### src/rtl/bus_claim_pkg.sv
package bus_claim_pkg;
  typedef enum logic [2:0] {
    ST_IDLE,  // no job
    ST_REQ,   // request raised, waiting for grant
    ST_GNT,   // granted, waiting for bus release
    ST_HOLD,  // first acknowledge cycle, request still high
    ST_RUN    // acknowledge high, request low
  } claim_state_e;
endpackage

### src/rtl/bus_claim_sync.sv
module bus_claim_sync #(
  parameter int W      = 1,
  parameter int STAGES = 2
) (
  input  logic         clk_i,
  input  logic         rst_ni,
  input  logic [W-1:0] d_i,
  output logic [W-1:0] q_o
);
  logic [W-1:0] stg_q [STAGES];

  always_ff @(posedge clk_i or negedge rst_ni) begin
    if (!rst_ni) begin
      for (int i = 0; i < STAGES; i++) stg_q[i] <= '0;
    end else begin
      stg_q[0] <= d_i;
      for (int i = 1; i < STAGES; i++) stg_q[i] <= stg_q[i-1];
    end
  end

  assign q_o = stg_q[STAGES-1];
endmodule

### src/rtl/bus_claim_cnt.sv
module bus_claim_cnt #(
  parameter int CNT_W = 8
) (
  input  logic             clk_i,
  input  logic             rst_ni,
  input  logic             load_i,
  input  logic [CNT_W-1:0] len_i,
  input  logic             dec_i,
  output logic             last_o
);
  localparam logic [CNT_W-1:0] ONE = CNT_W'(1);

  logic [CNT_W-1:0] cnt_q;

  always_ff @(posedge clk_i or negedge rst_ni) begin
    if (!rst_ni)                  cnt_q <= '0;
    else if (load_i)              cnt_q <= len_i;
    else if (dec_i && cnt_q != 0) cnt_q <= cnt_q - ONE;
  end

  assign last_o = (cnt_q == ONE);
endmodule

### src/rtl/bus_claim_fsm.sv
module bus_claim_fsm
  import bus_claim_pkg::*;
(
  input  logic clk_i,
  input  logic rst_ni,
  input  logic start_i,
  input  logic len_nz_i,
  input  logic grant_i,
  input  logic released_i,
  input  logic cyc_done_i,
  input  logic last_i,
  output logic load_o,
  output logic dec_o,
  output logic req_o,
  output logic ack_o,
  output logic done_o
);
  claim_state_e st_q, st_d;
  logic done_q;
  logic own;
  logic finish;

  assign own    = (st_q == ST_HOLD) || (st_q == ST_RUN);
  assign finish = own && cyc_done_i && last_i;

  always_comb begin
    st_d = st_q;
    unique case (st_q)
      ST_IDLE: if (start_i && len_nz_i) st_d = ST_REQ;
      ST_REQ:  if (grant_i) st_d = ST_GNT;
      ST_GNT: begin
        if (!grant_i)        st_d = ST_REQ;  // grant lost: keep requesting
        else if (released_i) st_d = ST_HOLD;
      end
      ST_HOLD: st_d = finish ? ST_IDLE : ST_RUN;
      ST_RUN:  if (finish) st_d = ST_IDLE;
      default: st_d = ST_IDLE;
    endcase
  end

  always_ff @(posedge clk_i or negedge rst_ni) begin
    if (!rst_ni) begin
      st_q   <= ST_IDLE;
      done_q <= 1'b0;
    end else begin
      st_q   <= st_d;
      done_q <= finish;
    end
  end

  assign load_o = (st_q == ST_IDLE) && start_i && len_nz_i;
  assign dec_o  = own && cyc_done_i;
  assign req_o  = (st_q == ST_REQ) || (st_q == ST_GNT) || (st_q == ST_HOLD);
  assign ack_o  = own;
  assign done_o = done_q;
endmodule

### src/rtl/bus_claim_ctrl.sv
module bus_claim_ctrl #(
  parameter int CNT_W   = 8,
  parameter int N_TERM  = 3,
  parameter int SYNC_ST = 2
) (
  input  logic              clk_i,
  input  logic              rst_ni,
  input  logic              start_i,
  input  logic [CNT_W-1:0]  len_i,
  input  logic              cyc_done_i,
  input  logic              as_only_i,
  input  logic              grant_i,
  input  logic              strobe_i,
  input  logic [N_TERM-1:0] term_i,
  input  logic              ack_ext_i,
  output logic              req_o,
  output logic              ack_o,
  output logic              drive_en_o,
  output logic              done_o
);
  localparam int SW = N_TERM + 3;

  logic [SW-1:0]     raw, syn;
  logic              grant_s, strobe_s, ack_ext_s;
  logic [N_TERM-1:0] term_s;
  logic              released;
  logic              load, dec, last;

  assign raw = {grant_i, strobe_i, ack_ext_i, term_i};

  bus_claim_sync #(.W(SW), .STAGES(SYNC_ST)) u_sync (
    .clk_i (clk_i),
    .rst_ni(rst_ni),
    .d_i   (raw),
    .q_o   (syn)
  );

  assign {grant_s, strobe_s, ack_ext_s, term_s} = syn;

  // Previous master, previous slave and any other holder must all be off the bus.
  assign released = !strobe_s && !ack_ext_s && (as_only_i || (term_s == '0));

  bus_claim_cnt #(.CNT_W(CNT_W)) u_cnt (
    .clk_i (clk_i),
    .rst_ni(rst_ni),
    .load_i(load),
    .len_i (len_i),
    .dec_i (dec),
    .last_o(last)
  );

  bus_claim_fsm u_fsm (
    .clk_i     (clk_i),
    .rst_ni    (rst_ni),
    .start_i   (start_i),
    .len_nz_i  (len_i != '0),
    .grant_i   (grant_s),
    .released_i(released),
    .cyc_done_i(cyc_done_i),
    .last_i    (last),
    .load_o    (load),
    .dec_o     (dec),
    .req_o     (req_o),
    .ack_o     (ack_o),
    .done_o    (done_o)
  );

  assign drive_en_o = ack_o;
endmodule

### config.mk
export PLATFORM = sky130hd
export DESIGN_NAME = bus_claim_ctrl
export DESIGN_NICKNAME = d
export VERILOG_FILES = /design/src/rtl/bus_claim_pkg.sv /design/src/rtl/bus_claim_sync.sv /design/src/rtl/bus_claim_cnt.sv /design/src/rtl/bus_claim_fsm.sv /design/src/rtl/bus_claim_ctrl.sv
export SDC_FILE = /design/constraint.sdc
export NUM_CORES = 1
export LEC_CHECK = 0
export ABC_AREA = 1
export BUFFER_PORTS_ARGS = -buffer_cell sky130_fd_sc_hd__buf_2
export CAP_MARGIN = 40
export CORE_ASPECT_RATIO = 0.9
export CORE_UTILIZATION = 30
export DETAILED_ROUTE_END_ITERATION = 10
export MAX_ROUTING_LAYER = met4
export SYNTH_ARGS = -nofsm -noshare
export SYNTH_HDL_FRONTEND = slang
export SYNTH_HIERARCHICAL = 1
export SYNTH_SLANG_ARGS = --single-unit
### constraint.sdc
create_clock -name clk_i -period 1.71 [get_ports clk_i]
set_input_delay 0.0855 -clock clk_i [delete_from_list [all_inputs] [get_ports clk_i]]
set_output_delay 0.0855 -clock clk_i [all_outputs]
set_load 0.01 [all_outputs]
==> metrics, run 1 <==
Filler cells=404; Die Y=64.2 um; relative slew slack=64.6%; initial antenna violation count=0; chip width=71.1 um; Max Freq=643 MHz; post-CTS sizing=0; worst hold path class=in -> reg; Worst Path Required=1.91 ns; top-level port count=23; Rows=22; worst setup path class=reg -> reg; status=finished, final reports clean; Final ANT Viol Nets=0; total track usage=roughly an eighth; # clock sinks=24; Worst-Margin Slew=0.531 ns; max_cap viols=0; Post-Synth Adder-Cell Area=under 10%; syn avg cell area=~8.3 um2; Cells after Synth=between 150 and 200; largest net degree at the start of global routing=25; RSZ-0062 raised after global routing=no; complex-gate fraction of the synthesized area=6.21%; Post-Synth XOR/XNOR Area=0.679%; CP endpoint kind=register; IO buf count=22; Clock Root Buffer=clkbuf_8; total grt overflow=0; commonest non-fill, non-tap cell in the layout=nand2_1; share of layout cells above drive strength 1=24.0%; Peak VDD IR=0.514 mV; H-tree depth=1; post-synthesis mux area share=0%; DR iter-0 viols=37; Worst Skew=0.00360 ns; WL final=2.25 mm; CP max FO=5; NumNets Final=206; drt pass-1 iters=6; Final HPWL DP=1.75 mm; Syn-to-layout area delta=20.3%; final setup vio count=0; period utilization=91.0%; vias in the first global route=951; CTS Buf Count=3; post-CTS setup buffers=0; Lkg Pwr=0.800 nW; clock latency on the worst-skew pair=0.26 ns; syn nets=178; # diodes=0; CORE AREA=4100 um2; CTS tree=built; synth warn=6; first-pass GRT wire length=roughly 4.2 mm; number of synthesized register bits=24; CP startpoint kind=register; Final Hold Fails=0; Final min period=1.56 ns; post-layout util=37.8%; Simple-Gate Fraction of Synth Area=33.4%; Via-to-Cell Ratio=4.34; Clk pin slew, worst setup/hold paths=~0.080 ns; Final Max Slew Viols=0; crit path DAT=1.76 ns; Power Dens Cells=~1600 nW/um2; Residual DRC=0; most frequent cells in the layout=nand2_1, dfrtp_1, buf_2, inv_1, nand3_1; Die Area=4570 um2; Initial Utilization=between 30% and 40%; Netlist cell types=24; register area share after synthesis=46.6%; total number of vias=between 1,000 and 1,500; cell area after synthesis=~1300 um2; setup tns final=0 ns; GPL Wtd Cong=0.892; clk buf depth=2; CTS Hold Bufs=7; dominant combinational cell family by area after synthesis=simple AND/OR/NAND/NOR gates; wire length per cell=about 10 um
[where the power goes]
| group | switching, W | leakage [nW] | internal [W] | total, W |
|---|---|---|---|---|
| logic | 0.000738 | 0.472 | 0.000466 | 0.00120 |
| clock network | 0.000174 | 0.0357 | 0.000312 | 0.000486 |
| registers | 0.000145 | 0.292 | 0.000711 | 0.000856 |
[flip-flops by register name, summed over array words and instances (netlist names)]
name / count
u_fsm/st_q: 3
u_sync/stg_q: 6
u_fsm/done_o: 1
u_sync/q_o: 6
u_cnt/cnt_q: 8
[per-stage QoR]
step | std cells | total power, W | hold WS [ns] | worst slack [ns] | instance area (um2)
final | 231 | 0.00255 | 0.0561 | 0.155 | 1550
after global placement | 220 | 0.00205 | 0.0944 | 0.182 | 1410
after floorplan | 156 | 0.00179 | -0.210 | 0.206 | 1290
after detailed placement | 220 | 0.00205 | 0.0966 | 0.176 | 1410
after global routing | 231 | 0.00280 | 0.0800 | 0.0177 | 1550
after CTS | 231 | 0.00256 | 0.0523 | 0.157 | 1550
[Yosys cell counts, drive strengths merged]
cell | count | area share, %
nand3 | 18 | 7.4
buf | 7 | 4.1
and2 | 1 | 0.58
nand2 | 48 | 16
nor3 | 1 | 0.39
dfrtp | 24 | 47
nor4 | 1 | 0.49
o21ai | 9 | 5.5
nor2 | 18 | 6.2
inv | 18 | 5.2
nand3b | 2 | 1.2
or2 | 1 | 0.49
nand4 | 2 | 0.97
xnor2 | 1 | 0.68
dlymetal6s2s | 1 | 0.97
a21oi | 1 | 0.68
ha | 3 | 2.9
[logic make-up after synthesis]
family | after synthesis
and+or+nand+nor | 92
xor gates and xnor gates | 1
DFF | 24
adders and majority gates | 3
AOI/OAI and AO/OA | 10
buffers and inverters | 26
[worst max-delay path, cell delays in order, from the launching register on]
cell	delay (ns)
dfrtp_1	0.43
nor2_2	0.18
nand2_2	0.08
nand2_2	0.10
and2_2	0.19
inv_1	0.04
nor3_1	0.31
nand2_1	0.08
nand3_1	0.08
[layout make-up]
| cell class | instances | area [um2] | share of cell area [%] |
|---|---|---|---|
| well taps | 48 | 60.1 | 3.87 |
| inverters | 18 | 67.6 | 4.35 |
| clock inverters | 1 | 30.0 | 1.94 |
| repair buffers | 31 | 195 | 12.6 |
| flip-flops and latches | 24 | 601 | 38.7 |
| multi-input cells | 106 | 557 | 35.9 |
| clock buffers | 3 | 41.3 | 2.66 |
[final timing paths]
kind                       cells past startpoint        endpoint  slack [ns]             from
max reg2reg                                    8  u_cnt/cnt_q[5]        0.15    u_fsm/st_q[1]
min                                            3  u_cnt/cnt_q[7]        0.06         len_i[7]
min reg2reg                                    0   u_sync/q_o[2]        0.35  u_sync/stg_q[8]
min in group asynchronous                      2  u_cnt/cnt_q[3]        0.33           rst_ni
max in group asynchronous                      2   u_sync/q_o[1]        1.02           rst_ni
max                                            8  u_cnt/cnt_q[5]        0.15    u_fsm/st_q[1]
[layer usage]
| metal | wire (um) | vias to the layer above | track usage (%) |
|---|---|---|---|
| met5 | 0 | - | - |
| met3 | 76 | 2 | 2.52 |
| met2 | 1000 | 18 | 19.4 |
| met1 | 1150 | 445 | 15.3 |
| met4 | 27 | 0 | 3.75 |
| li1 | - | 537 | - |
Power figures use the tool's default switching activity.
==> run 2, diff against run 1 <==
- CTS_BUF_LIST: not set -> sky130_fd_sc_hd__clkbuf_16
==> run 2 against run 1 <==
Critical path type unchanged; wire length rose by 2.1%; setup slack worse by 0.0031 ns; power is 6.9% higher; die area unchanged; largest cell class unchanged.
==> metrics, run 2 (synthesis results as in run 1) <==
post-CTS sizing=0 (unchanged); Initial Utilization=31.5% (unchanged); share of layout cells above drive strength 1=24.0% (unchanged); Largest Register=u_cnt/cnt_q; Clk pin slew, worst setup/hold paths=0.06 ns (-0.02 ns); Rows=22 (unchanged); top-level port count=23 (unchanged); worst hold path depth=3 (unchanged); Clock power frac=24.1% (+5.0 points); status=finished, final reports clean; Max Freq=642 MHz (-0.20%); initial antenna violation count=0 (unchanged); CP max FO=5 (unchanged); IO buf count=22 (unchanged); Clock Root Buffer=clkbuf_16; CTS Buf Count=3 (unchanged); Via-to-Cell Ratio=4.37 (+0.80%); Finished Cell Area=1590 um2 (+2.2%); r2r endpoint=u_cnt/cnt_q[5]; CP endpoint kind=register; r2r setup slk=0.15 ns (about the same); total track usage=12.2% (+0.14 points); max_cap viols=0 (unchanged); CTS tree=built; GPL Wtd Cong=0.892 (unchanged); worst setup path class=reg -> reg; Final min period=1.56 ns (+0.00305 ns); total number of vias=1,010 (+0.80%); vias in the first global route=967 (+1.7%); Comb pwr share=44.4% (-2.9 points); Syn-to-layout area delta=22.9%; post-CTS setup buffers=0 (unchanged); wire length per cell=9.95 um (+2.1%); NumNets Final=206 (unchanged); clock latency on the worst-skew pair=0.25 ns (about the same); Peak VDD IR=0.613 mV (+19%); Reg area=601 um2 (unchanged); # clock sinks=24 (unchanged); chip width=71.1 um (unchanged); drt pass-1 iters=6 (unchanged); total power draw=0.00272 W (+6.9%); Residual DRC=0 (unchanged); R2R depth=8 (unchanged); Final Hold Fails=0 (unchanged); period utilization=91.1% (+0.18 points); Internal=0.00164 W (+10%); # diodes=0 (unchanged); largest net degree at the start of global routing=25 (unchanged); Hold Path Sink=u_cnt/cnt_q[7]; Placement Cell Area=1410 um2 (unchanged); sequential share of power=31.5% (-2.1 points); post-layout util=38.7% (+0.82 points); Final HPWL DP=1.75 mm (unchanged); setup tns final=0 ns (unchanged); Reg-to-Reg Start=u_fsm/st_q[1]; switching part of the total power=39.6% (-1.9 points); Worst-Margin Slew=0.537 ns (+0.00571 ns); CTS Hold Bufs=7 (unchanged); WL final=2.30 mm (+2.1%); crit path DAT=1.75 ns (about the same); Filler cells=398 (-1.5%); most frequent cells in the layout=nand2_1, dfrtp_1, buf_2, inv_1, nand3_1; clk buf depth=2 (unchanged); Worst Skew=0.00222 ns (-0.00138 ns); CP startpoint kind=register; Power Dens Cells=1720 nW/um2 (+4.6%); worst hold path class=in -> reg; first-pass GRT wire length=4.21 mm (+1.3%); max reg flops=8 (unchanged); Lkg Pwr=0.815 nW (+1.9%); Worst Path Required=1.90 ns (about the same); RSZ-0062 raised after global routing=no; Multi-input gate area=557 um2 (unchanged); final setup vio count=0 (unchanged); Die Y=64.2 um (unchanged); post-route setup slack=0.151 ns (-0.00305 ns); Hold Path Origin=len_i[7]; P_sw=0.00108 W (+2.0%); total grt overflow=0 (unchanged); commonest non-fill, non-tap cell in the layout=nand2_1; worst slack, placed=0.176 ns (unchanged); Die Area=4570 um2 (unchanged); Final Max Slew Viols=0 (unchanged); H-tree depth=1 (unchanged); relative slew slack=64.2% (-0.38 points); CORE AREA=4100 um2 (unchanged); DR iter-0 viols=37 (unchanged); Final ANT Viol Nets=0 (unchanged)
run 2: how the worst max path moves through the flow:
stage	startpoint	endpoint	slack (ns)
global placement	u_fsm/st_q[1]	u_cnt/cnt_q[7]	0.18
detailed placement	u_fsm/st_q[1]	u_cnt/cnt_q[5]	0.18
floorplan	u_fsm/st_q[1]	u_cnt/cnt_q[1]	0.21
CTS	u_fsm/st_q[1]	u_cnt/cnt_q[5]	0.15
finish	u_fsm/st_q[1]	u_cnt/cnt_q[5]	0.15
global route	u_fsm/st_q[1]	u_cnt/cnt_q[5]	0.02
run 2: power groups by stage:
stage	clock (W)	sequential [W]	combinational [W]
2_1_floorplan	0	0.000834	0.000955
3_3_place_gp	0	0.000865	0.00119
3_5_place_dp	0	0.000864	0.00119
4_1_cts	0.000672	0.000855	0.00121
5_1_grt	0.000703	0.000871	0.00139
6_report	0.000656	0.000857	0.00121
run 2: stage by stage:
step | hold slack [ns] | std cells
6_report | 0.0674 | 231
5_1_grt | 0.0986 | 231
4_1_cts | 0.0660 | 231
3_5_place_dp | 0.0966 | 220
3_3_place_gp | 0.0944 | 220
2_1_floorplan | -0.210 | 156
run 2: final cells by class:
type,instances,area share (%)
clock buffer,3,4.74
tap,48,3.79
clock inverter,1,1.89
inverter,18,4.26
timing repair buffer,31,12.3
multi-input combinational,106,35.1
sequential,24,37.9
run 2: critical path, stage by stage (launching register included):
cell and delay [ns]:
dfrtp_1 0.42, nor2_2 0.18, nand2_2 0.08, nand2_2 0.10, and2_2 0.19, inv_1 0.04, nor3_1 0.31, nand2_1 0.08
nand3_1 0.08
run 2: layer usage:
layer / vias to the layer above / track usage, % / part of all wire (%)
li1: 536 / - / -
met1: 454 / 15.7 / 51
met3: 2 / 2.52 / 2.9
met4: 0 / 3.75 / 1.2
met2: 18 / 19.4 / 45
met5: - / - / 0
